$ cat config.mk
export PLATFORM = sky130hd
export DESIGN_NAME = uart_rx_err_unit
export DESIGN_NICKNAME = d
export VERILOG_FILES = /design/src/rtl/rxe_pkg.sv /design/src/rtl/rxe_voter.sv /design/src/rtl/rxe_frame_check.sv /design/src/rtl/rxe_data_reg.sv /design/src/rtl/rxe_flag_reg.sv /design/src/rtl/uart_rx_err_unit.sv
export SDC_FILE = /design/constraint.sdc
export NUM_CORES = 1
export LEC_CHECK = 0
export BUFFER_PORTS_ARGS = -buffer_cell sky130_fd_sc_hd__buf_2
export CAP_MARGIN = 20
export CELL_PAD_IN_SITES_DETAIL_PLACEMENT = 0
export CELL_PAD_IN_SITES_GLOBAL_PLACEMENT = 2
export CORE_ASPECT_RATIO = 1.1
export CORE_UTILIZATION = 22
export CTS_BUF_LIST = sky130_fd_sc_hd__clkbuf_4 sky130_fd_sc_hd__clkbuf_8
export CTS_CLUSTER_DIAMETER = 150
export DETAILED_ROUTE_END_ITERATION = 7
export PLACE_DENSITY_LB_ADDON = 0.08
export SLEW_MARGIN = 10
export SYNTH_ARGS = -nofsm -noshare
export SYNTH_HDL_FRONTEND = slang
export SYNTH_SLANG_ARGS = --single-unit
export TNS_END_PERCENT = 100
$ cat constraint.sdc
create_clock -name clk -period 2 [get_ports clk]
set_clock_uncertainty 0.2 [all_clocks]
set_input_delay 0.2 -clock clk [delete_from_list [all_inputs] [get_ports clk]]
set_output_delay 0.2 -clock clk [all_outputs]
set_load 0.03 [all_outputs]
$ cat src/rtl/rxe_pkg.sv
package rxe_pkg;

    localparam int NFLAG    = 4;
    localparam int NSAMP    = 3;
    localparam int F_OVR    = 0;
    localparam int F_NOISE  = 1;
    localparam int F_FRAME  = 2;
    localparam int F_PAR    = 3;

    typedef enum logic [1:0] {
        PAR_NONE = 2'd0,
        PAR_EVEN = 2'd1,
        PAR_ODD  = 2'd2,
        PAR_OFF  = 2'd3
    } par_mode_e;

    // Bit order matches the flag vector: parity is the MSB, overrun the LSB.
    typedef struct packed {
        logic par;
        logic frm;
        logic noise;
        logic ovr;
    } err_vec_t;

    function automatic logic maj3(input logic [NSAMP-1:0] s);
        return (s[0] & s[1]) | (s[0] & s[2]) | (s[1] & s[2]);
    endfunction

    function automatic logic split3(input logic [NSAMP-1:0] s);
        return (s != '0) && (s != '1);
    endfunction

    function automatic logic parity_checked(input par_mode_e m);
        return (m == PAR_EVEN) || (m == PAR_ODD);
    endfunction

endpackage

$ cat src/rtl/rxe_voter.sv
module rxe_voter
    import rxe_pkg::*;
#(
    parameter int NBITS = 11
) (
    input  logic [NSAMP*NBITS-1:0] samples,
    input  logic [NBITS-1:0]       pos_used,
    output logic [NBITS-1:0]       voted,
    output logic                   noisy
);
    logic [NBITS-1:0] split;

    for (genvar k = 0; k < NBITS; k++) begin : g_bit
        logic [NSAMP-1:0] trip;
        assign trip     = samples[NSAMP*k +: NSAMP];
        assign voted[k] = maj3(trip);
        assign split[k] = split3(trip) & pos_used[k];
    end

    assign noisy = |split;
endmodule

$ cat src/rtl/rxe_frame_check.sv
module rxe_frame_check
    import rxe_pkg::*;
#(
    parameter int DATA_W = 8
) (
    input  logic [DATA_W+2:0] bits,
    input  par_mode_e         mode,
    output logic [DATA_W-1:0] data,
    output logic              frm_err,
    output logic              par_err
);
    localparam int PAR_POS  = DATA_W + 1;
    localparam int STOP_POS = DATA_W + 2;

    logic ones_odd;

    assign data     = bits[DATA_W:1];
    assign ones_odd = ^{data, bits[PAR_POS]};
    assign frm_err  = ~bits[STOP_POS];

    always_comb begin
        unique case (mode)
            PAR_EVEN: par_err = ones_odd;
            PAR_ODD:  par_err = ~ones_odd;
            default:  par_err = 1'b0;
        endcase
    end
endmodule

$ cat src/rtl/rxe_data_reg.sv
module rxe_data_reg #(
    parameter int DATA_W = 8
) (
    input  logic              clk,
    input  logic              rst,
    input  logic              frame_valid,
    input  logic [DATA_W-1:0] new_data,
    input  logic              data_rd_ok,
    output logic [DATA_W-1:0] rx_data,
    output logic              full,
    output logic              accept,
    output logic              overrun
);
    logic room;

    assign room    = ~full | data_rd_ok;
    assign accept  = frame_valid & room;
    assign overrun = frame_valid & ~room;

    always_ff @(posedge clk) begin
        if (rst) begin
            rx_data <= '0;
            full    <= 1'b0;
        end else begin
            if (accept) begin
                rx_data <= new_data;
                full    <= 1'b1;
            end else if (data_rd_ok) begin
                full    <= 1'b0;
            end
        end
    end

    // an overrunning character leaves the register and the full state alone
    p_overrun_keeps_r1: assert property (@(posedge clk) disable iff (rst)
        (frame_valid && full && !data_rd_ok) |=> ($stable(rx_data) && full));

    // a permitted read with no new character empties the register
    p_read_empties_r11: assert property (@(posedge clk) disable iff (rst)
        (data_rd_ok && !frame_valid) |=> !full);
endmodule

$ cat src/rtl/rxe_flag_reg.sv
module rxe_flag_reg
    import rxe_pkg::*;
(
    input  logic     clk,
    input  logic     rst,
    input  err_vec_t evt,
    input  logic     status_rd_ok,
    input  logic     data_rd_ok,
    output err_vec_t flags
);
    logic [NFLAG-1:0] flag_q, arm_q, flag_d, arm_d, clr;

    always_comb begin
        clr    = data_rd_ok ? arm_q : '0;
        flag_d = (flag_q & ~clr) | evt;
        arm_d  = arm_q;
        if (data_rd_ok)   arm_d = '0;
        if (status_rd_ok) arm_d = flag_q & ~clr;
        arm_d  = arm_d & ~evt;
    end

    always_ff @(posedge clk) begin
        if (rst) begin
            flag_q <= '0;
            arm_q  <= '0;
        end else begin
            flag_q <= flag_d;
            arm_q  <= arm_d;
        end
    end

    assign flags = err_vec_t'(flag_q);

    // a flag falls only right after a permitted data read
    p_clear_on_read_r6: assert property (@(posedge clk) disable iff (rst)
        (|($past(flags) & ~flags)) |-> $past(data_rd_ok));

    // an error event always leaves its flag set in the next cycle
    p_event_sticks_r7: assert property (@(posedge clk) disable iff (rst)
        (|evt) |=> ((flags & $past(evt)) == $past(evt)));
endmodule

$ cat src/rtl/uart_rx_err_unit.sv
module uart_rx_err_unit
    import rxe_pkg::*;
#(
    parameter int DATA_W = 8,
    localparam int FRAME_W = DATA_W + 3,
    localparam int SAMP_W  = NSAMP * FRAME_W
) (
    input  logic              clk,
    input  logic              rst,
    input  logic              frame_valid,
    input  logic [SAMP_W-1:0] frame_samples,
    input  logic [1:0]        parity_mode,
    input  logic [NFLAG-1:0]  err_en,
    input  logic              status_rd,
    input  logic              data_rd,
    input  logic              brk_active,
    input  logic              brk_clr_en,
    output logic [DATA_W-1:0] rx_data,
    output logic              rx_full,
    output logic [NFLAG-1:0]  err_flags,
    output logic              err_irq
);
    localparam int PAR_POS = DATA_W + 1;

    par_mode_e         mode;
    logic [FRAME_W-1:0] pos_used, voted;
    logic              noisy, frm_err, par_err;
    logic [DATA_W-1:0] new_data;
    logic              access_ok, status_ok, data_ok;
    logic              accept, overrun;
    err_vec_t          evt, flags;

    assign mode      = par_mode_e'(parity_mode);
    assign access_ok = ~brk_active | brk_clr_en;
    assign status_ok = status_rd & access_ok;
    assign data_ok   = data_rd & access_ok;

    always_comb begin
        pos_used          = '1;
        pos_used[PAR_POS] = parity_checked(mode);
    end

    rxe_voter #(.NBITS(FRAME_W)) u_vote (
        .samples  (frame_samples),
        .pos_used (pos_used),
        .voted    (voted),
        .noisy    (noisy)
    );

    rxe_frame_check #(.DATA_W(DATA_W)) u_chk (
        .bits    (voted),
        .mode    (mode),
        .data    (new_data),
        .frm_err (frm_err),
        .par_err (par_err)
    );

    rxe_data_reg #(.DATA_W(DATA_W)) u_data (
        .clk         (clk),
        .rst         (rst),
        .frame_valid (frame_valid),
        .new_data    (new_data),
        .data_rd_ok  (data_ok),
        .rx_data     (rx_data),
        .full        (rx_full),
        .accept      (accept),
        .overrun     (overrun)
    );

    always_comb begin
        evt.ovr   = overrun;
        evt.noise = accept & noisy;
        evt.frm   = accept & frm_err;
        evt.par   = accept & par_err;
    end

    rxe_flag_reg u_flags (
        .clk          (clk),
        .rst          (rst),
        .evt          (evt),
        .status_rd_ok (status_ok),
        .data_rd_ok   (data_ok),
        .flags        (flags)
    );

    assign err_flags = flags;
    assign err_irq   = |(flags & err_en);

    // a protected break freezes the status while no character arrives
    p_break_guard_r8: assert property (@(posedge clk) disable iff (rst)
        (brk_active && !brk_clr_en && !frame_valid) |=>
            ($stable(err_flags) && $stable(rx_full)));

    // with parity checking off, the parity flag cannot rise
    p_no_parity_r4: assert property (@(posedge clk) disable iff (rst)
        (frame_valid && !err_flags[F_PAR] && !parity_checked(mode)) |=>
            !err_flags[F_PAR]);

    // a clean zero stop bit on an accepted character raises the framing flag
    p_stop_zero_r3: assert property (@(posedge clk) disable iff (rst)
        (frame_valid && !rx_full && frame_samples[SAMP_W-1 -: NSAMP] == 3'b000)
            |=> err_flags[F_FRAME]);
endmodule

==> results.py, run 1 <==
metrics = {
    "timing": {
        "rsz0062_at_grt": "no",
        "setup_ws_ps": 28.1,
        "max_freq_mhz": 507,
        "post-route-min-period_ps": 1970,
        "worstMarginPinSlew_ps": 353,
        "slew_headroom_pct": 75.9,
        "setup-violations-final": 0,
        "finalMaxSlewViolations": 0,
        "hold_viol": 0,
        "fin_crit_sh_pct": 98.6,
    },
    "floorplan": {
        "initial_core_util_pct": 23.1,
        "dieArea_mm2": 0.00519,
        "pin_count": 60,
        "num_rows": 26,
        "dieHeight_um": 75.5,
        "core-area_mm2": 0.00468,
        "die_w_um": 68.8,
    },
    "cells_and_area": {
        "seqCellArea_um2": 340,
        "layout_common_cells": "buf_2 (55), dfxtp_1 (17), buf_4 (16), nor2_1 (13), mux2i_1 (11)",
        "antenna_cells": 0,
        "areaGrowthSynthToFinish_pct": 52.7,
        "fin_util_pct": 35.2,
        "nets": 249,
        "drive_gt1_share_pct": 45.5,
        "layout_commonest_cell": "buf_2",
        "multi_input_area_um2": 732,
        "fillCellCount": 518,
        "design_area_mm2": 0.00165,
    },
    "synthesis": {
        "synth_cell_types": 33,
        "yosys_warnings": 0,
        "synth_cells": 124,
        "netlist_area_mm2": 0.00108,
        "synth.avg_cell_area_um2": 8.71,
        "ys_seq_area_share_pct": 31.5,
        "ys_seq_elements": 17,
        "synth_fp_nets": 172,
    },
    "clock_tree": {
        "cts_buffers": 3,
        "clock_sinks": 17,
        "clk_latency_ps": 240,
        "cts_buffer_depth": 2,
        "clk_pin_slew_worst_paths_ps": 60,
        "cts_tree": "done",
        "htree_levels": 1,
        "clockRootBuffer": "clkbuf_8",
    },
    "pwr": {
        "leakagePower_nw": 0.816,
        "ir_worst_vdd_mv": 0.346,
        "p_per_area_mw_per_mm2": 600,
        "total_power_mw": 0.989,
    },
    "routing": {
        "drtPass1Iterations": 4,
        "vias": 1172,
        "drt_iter0_drc": 24,
        "routed_wl_um": 2880,
        "drc": 0,
        "ant_nets": 0,
        "vias_per_cell": 4.58,
        "avgRoutedWirePerCell_um": 11.2,
    },
    "run_status": {
        "run_status": "completed",
    },
    "placement": {
        "dpl.hpwl_um": 2400,
        "post_dp_cell_area_mm2": 0.00155,
        "place.gp.congestion": 0.644,
        "portBuffers": 59,
        "pre_cts_ws_ps": -282,
    },
    "critical_path": {
        "reg2reg_to": "u_flags.arm_q[1]$_SDFF_PP0_",
        "r2r-start": "u_data.full$_SDFFE_PP0P_",
        "arrival_ps": 1910,
        "path_max_fanout": 3,
        "r2r_cells": 4,
        "reg2reg_slack_ps": 490,
        "cp-start-kind": "input pin",
        "crit_required_ps": 1940,
        "startpoint": "frame_samples[5]",
        "critical_path_class": "in2reg",
        "crit_path_end": "u_flags.arm_q[3]$_SDFF_PP0_",
        "end_kind": "flop",
    },
    "worst_hold_path": {
        "hold_class": "in2reg",
    },
    "grt": {
        "grt_overflow": 0,
        "grt_pass1_wl_um": 4450,
        "grt_max_degree": 18,
        "grt_pass1_vias": 1069,
        "gr-usage-all-layers_pct": 11.7,
        "antenna_found_initial": 0,
    },
    "flow_run": {
        "maxCapViolCount": 0,
    },
}
power by group:
group / switching [mW] / leakage [nW] / total, mW / internal [mW]
sequential: 0.0157 / 0.140 / 0.378 / 0.362
combinational: 0.171 / 0.650 / 0.349 / 0.178
clock: 0.108 / 0.0262 / 0.262 / 0.155
total: 0.295 / 0.816 / 0.989 / 0.694
Yosys cell counts (all sizes together):
cell | count | area, um2
dfxtp | 17 | 340
or3 | 2 | 12.5
xor2 | 2 | 17.5
a22oi | 2 | 15.0
ha | 2 | 25.0
a21oi | 6 | 30.0
a221oi | 1 | 8.76
mux2 | 2 | 22.5
xnor3 | 1 | 22.5
and2 | 1 | 6.26
inv | 2 | 7.51
a2111oi | 3 | 26.3
o22ai | 4 | 25.0
buf | 1 | 3.75
xnor2 | 4 | 35.0
a21boi | 2 | 18.8
clkdlybuf4s50 | 1 | 11.3
clkbuf | 2 | 7.51
nor2 | 13 | 48.8
nand3 | 2 | 10.0
nand2 | 10 | 37.5
nor4 | 1 | 6.26
o21a | 1 | 7.51
maj3 | 9 | 93.8
nand2b | 1 | 6.26
and4b | 1 | 10.0
and3 | 10 | 63.8
mux2i | 11 | 110
nor3 | 10 | 50.1
cells by family after synthesis:
group	Yosys count	synth area share [%]
simple gates	51	23.3
compound gates	19	12.2
flops	17	31.5
mux	13	12.3
fa+ha+maj	11	11.0
xor+xnor	7	6.95
buf+inv	6	2.78
per-layer routing:
metal / up-vias / routed length, um / track usage (%)
met3: 2 / 195 / 3.89
met1: 526 / 1230 / 12.2
met4: 0 / 9 / 2.72
li1: 611 / - / -
met2: 33 / 1440 / 22.4
met5: - / 0 / 0
worst min path at each step:
stage | start | endpoint | slack, ps | depth (start not counted)
floorplan | frame_valid | u_data.full$_SDFFE_PP0P_ | 120 | 2
CTS | data_rd | u_data.full$_SDFFE_PP0P_ | 130 | 4
finish | rst | u_data.full$_SDFFE_PP0P_ | 130 | 2
detailed placement | frame_valid | u_data.full$_SDFFE_PP0P_ | 240 | 3
global placement | frame_valid | u_data.full$_SDFFE_PP0P_ | 230 | 3
global route | rst | u_data.full$_SDFFE_PP0P_ | 130 | 2
final cells by class:
type	instances	area share [%]
inverters	2	0.455
clock buffers	4	2.96
multi-input cells	101	44.4
repair buffers	76	27.3
flip-flops and latches	17	20.6
well taps	56	4.25
through the flow:
stage / TNS, ps / hold WS (ps) / instances
final: 0 / 127 / 256
after global routing: 0 / 134 / 256
after CTS: -10.7 / 126 / 256
after detailed placement: -570 / 244 / 251
after global placement: -358 / 233 / 251
after floorplan: -29.8 / 117 / 124
registers in the layout (all words and copies together) (netlist names):
register,count
u_data.rx_data,8
u_flags.arm_q,4
u_flags.flags,4
u_data.full,1
worst max-delay path: stages:
cell,delay [ps]
buf_2,110
maj3_2,340
xor2_1,160
xnor3_1,450
xnor2_2,170
mux2_4,320
and4b_1,170
timing repair:
item / in CTS / in global routing
hold buffers: 1 / 0
cloned: 0 / 0
resized for setup: 5 / 3
setup buffers: 0 / 0
endpoints found under the setup margin: 1 / 1
endpoints found under the hold margin: 1 / 0
pin swaps: 6 / 4
(Power assumes the default switching activity.)
==> inputs of run 2 (changes only) <==
==> constraint.sdc (replaced) <==
create_clock -name clk -period 2 [get_ports clk]
set_clock_uncertainty 0.2 [all_clocks]
set_input_delay 0.1 -clock clk [delete_from_list [all_inputs] [get_ports clk]]
set_output_delay 0.1 -clock clk [all_outputs]
set_load 0.03 [all_outputs]
==> run 2 against run 1 <==
  * Utilization is 1.2 points lower
  * Register-to-register slack about the same
  * Largest cell class unchanged
  * Largest power group unchanged
  * Via count is 3.6% lower
  * Global-route usage fell by 0.31 points
==> results.py, run 2 (synthesis results as in run 1) <==
metrics = {
    "run_status": {
        "run_status": "completed",
    },
    "cells_and_area": {
        "largest_reg_flops": 8,
        "drive_gt1_share_pct": 43.1,
        "layout_common_cells": "buf_2 (59), dfxtp_1 (17), nor2_1 (13), buf_4 (13), mux2i_1 (11)",
        "fin_util_pct": 34.0,
        "nets": 246,
        "largest_register": "u_data.rx_data",
        "areaGrowthSynthToFinish_pct": 47.4,
        "antenna_cells": 0,
        "layout_commonest_cell": "buf_2",
    },
    "critical_path": {
        "end_kind": "flop",
        "crit_required_ps": 1940,
        "critical_path_class": "in2reg",
        "path_max_fanout": 3,
        "cp-start-kind": "input pin",
        "arrival_ps": 1860,
        "r2r_cells": 4,
    },
    "flow_run": {
        "maxCapViolCount": 0,
    },
    "routing": {
        "vias_per_cell": 4.47,
        "drt_iter0_drc": 17,
        "drc": 0,
        "vias": 1130,
        "routed_wl_um": 2830,
        "drtPass1Iterations": 4,
        "ant_nets": 0,
        "avgRoutedWirePerCell_um": 11.2,
    },
    "timing": {
        "post-route-min-period_ps": 1920,
        "fin_crit_sh_pct": 95.8,
        "setup_ws_ps": 84.0,
        "setup-violations-final": 0,
        "max_freq_mhz": 522,
        "finalSetupTns_ps": 0,
        "rsz0062_at_grt": "no",
        "worstMarginPinSlew_ps": 385,
        "finalMaxSlewViolations": 0,
        "whs_ps": 21.2,
        "slew_headroom_pct": 73.7,
        "hold_viol": 0,
    },
    "floorplan": {
        "core-area_mm2": 0.00468,
        "num_rows": 26,
        "pin_count": 60,
        "dieHeight_um": 75.5,
        "dieArea_mm2": 0.00519,
        "initial_core_util_pct": 23.1,
        "die_w_um": 68.8,
    },
    "clock_tree": {
        "cts_tree": "done",
        "post_cts_buffers": 0,
        "clk_pin_slew_worst_paths_ps": 60,
        "clock_sinks": 17,
        "cts_buffers": 3,
        "htree_levels": 1,
        "clockRootBuffer": "clkbuf_8",
        "clk_latency_ps": 240,
        "cts_buffer_depth": 2,
    },
    "worst_hold_path": {
        "whs_path_depth": 2,
        "hold_class": "in2reg",
    },
    "grt": {
        "gr-usage-all-layers_pct": 11.4,
        "grt_pass1_wl_um": 4420,
        "grt_pass1_vias": 1085,
        "grt_overflow": 0,
        "antenna_found_initial": 0,
        "grt_max_degree": 18,
    },
    "placement": {
        "place.gp.congestion": 0.621,
        "pre_cts_ws_ps": -240,
        "portBuffers": 59,
        "dpl.hpwl_um": 2350,
    },
    "pwr": {
        "leakagePower_nw": 0.785,
        "p_per_area_mw_per_mm2": 613,
        "total_power_mw": 0.976,
        "ir_worst_vdd_mv": 0.469,
    },
}
run 2: cell count changes in the layout (fill, tap and decap cells not counted), sizes merged:
| cell | before | now |
|---|---|---|
| buf | 75 | 72 |
run 2: worst paths after layout:
check / from / to / slack [ps]
hold reg to reg: u_flags.arm_q[2]$_SDFF_PP0_ / u_flags.arm_q[2]$_SDFF_PP0_ / 280
hold / removal: rst / u_data.rx_data[0]$_SDFFE_PP0P_ / 20
setup reg to reg: u_data.full$_SDFFE_PP0P_ / u_flags.arm_q[1]$_SDFF_PP0_ / 500
setup / recovery: frame_samples[20] / u_flags.arm_q[3]$_SDFF_PP0_ / 80
run 2: cell type report:
type                            count  area, um2
Inverter                            2       7.51
Timing Repair Buffer               73        403
Sequential cell                    17        340
Tap cell                           56       70.1
Clock buffer                        4       48.8
Fill cell                         517       3090
Multi-Input combinational cell    101        722
run 2: routing by layer:
layer	up-vias	GRT usage, %	wire [um]	part of all wire [%]
met4	0	0.680	11	0.39
met1	493	13.3	1280	45
met5	-	0	0	0
met2	34	21.4	1380	49
li1	601	-	-	-
met3	2	3.44	157	5.6
run 2: where the power goes:
group / internal (mW) / switching, mW / total (mW)
combinational: 0.167 / 0.168 / 0.335
clock: 0.155 / 0.109 / 0.263
sequential: 0.362 / 0.0154 / 0.377
run 2: per-stage QoR:
| stage | cells | instance area [um2] |
|---|---|---|
| floorplan | 124 | 1080 |
| global placement | 248 | 1520 |
| detailed placement | 248 | 1520 |
| CTS | 253 | 1580 |
| global route | 253 | 1590 |
| finish | 253 | 1590 |
run 2: critical path: stages:
cell	delay, ps
buf_2	110
maj3_1	390
xor2_1	160
xnor3_1	450
xnor2_2	160
mux2_4	320
and4b_1	180
run 2: repair_timing:
| action | in CTS | in global routing |
|---|---|---|
| endpoints found under the hold margin | 1 | 0 |
| hold buffers | 1 | 0 |
| resized for setup | 0 | 3 |
| setup endpoints to repair | 0 | 1 |
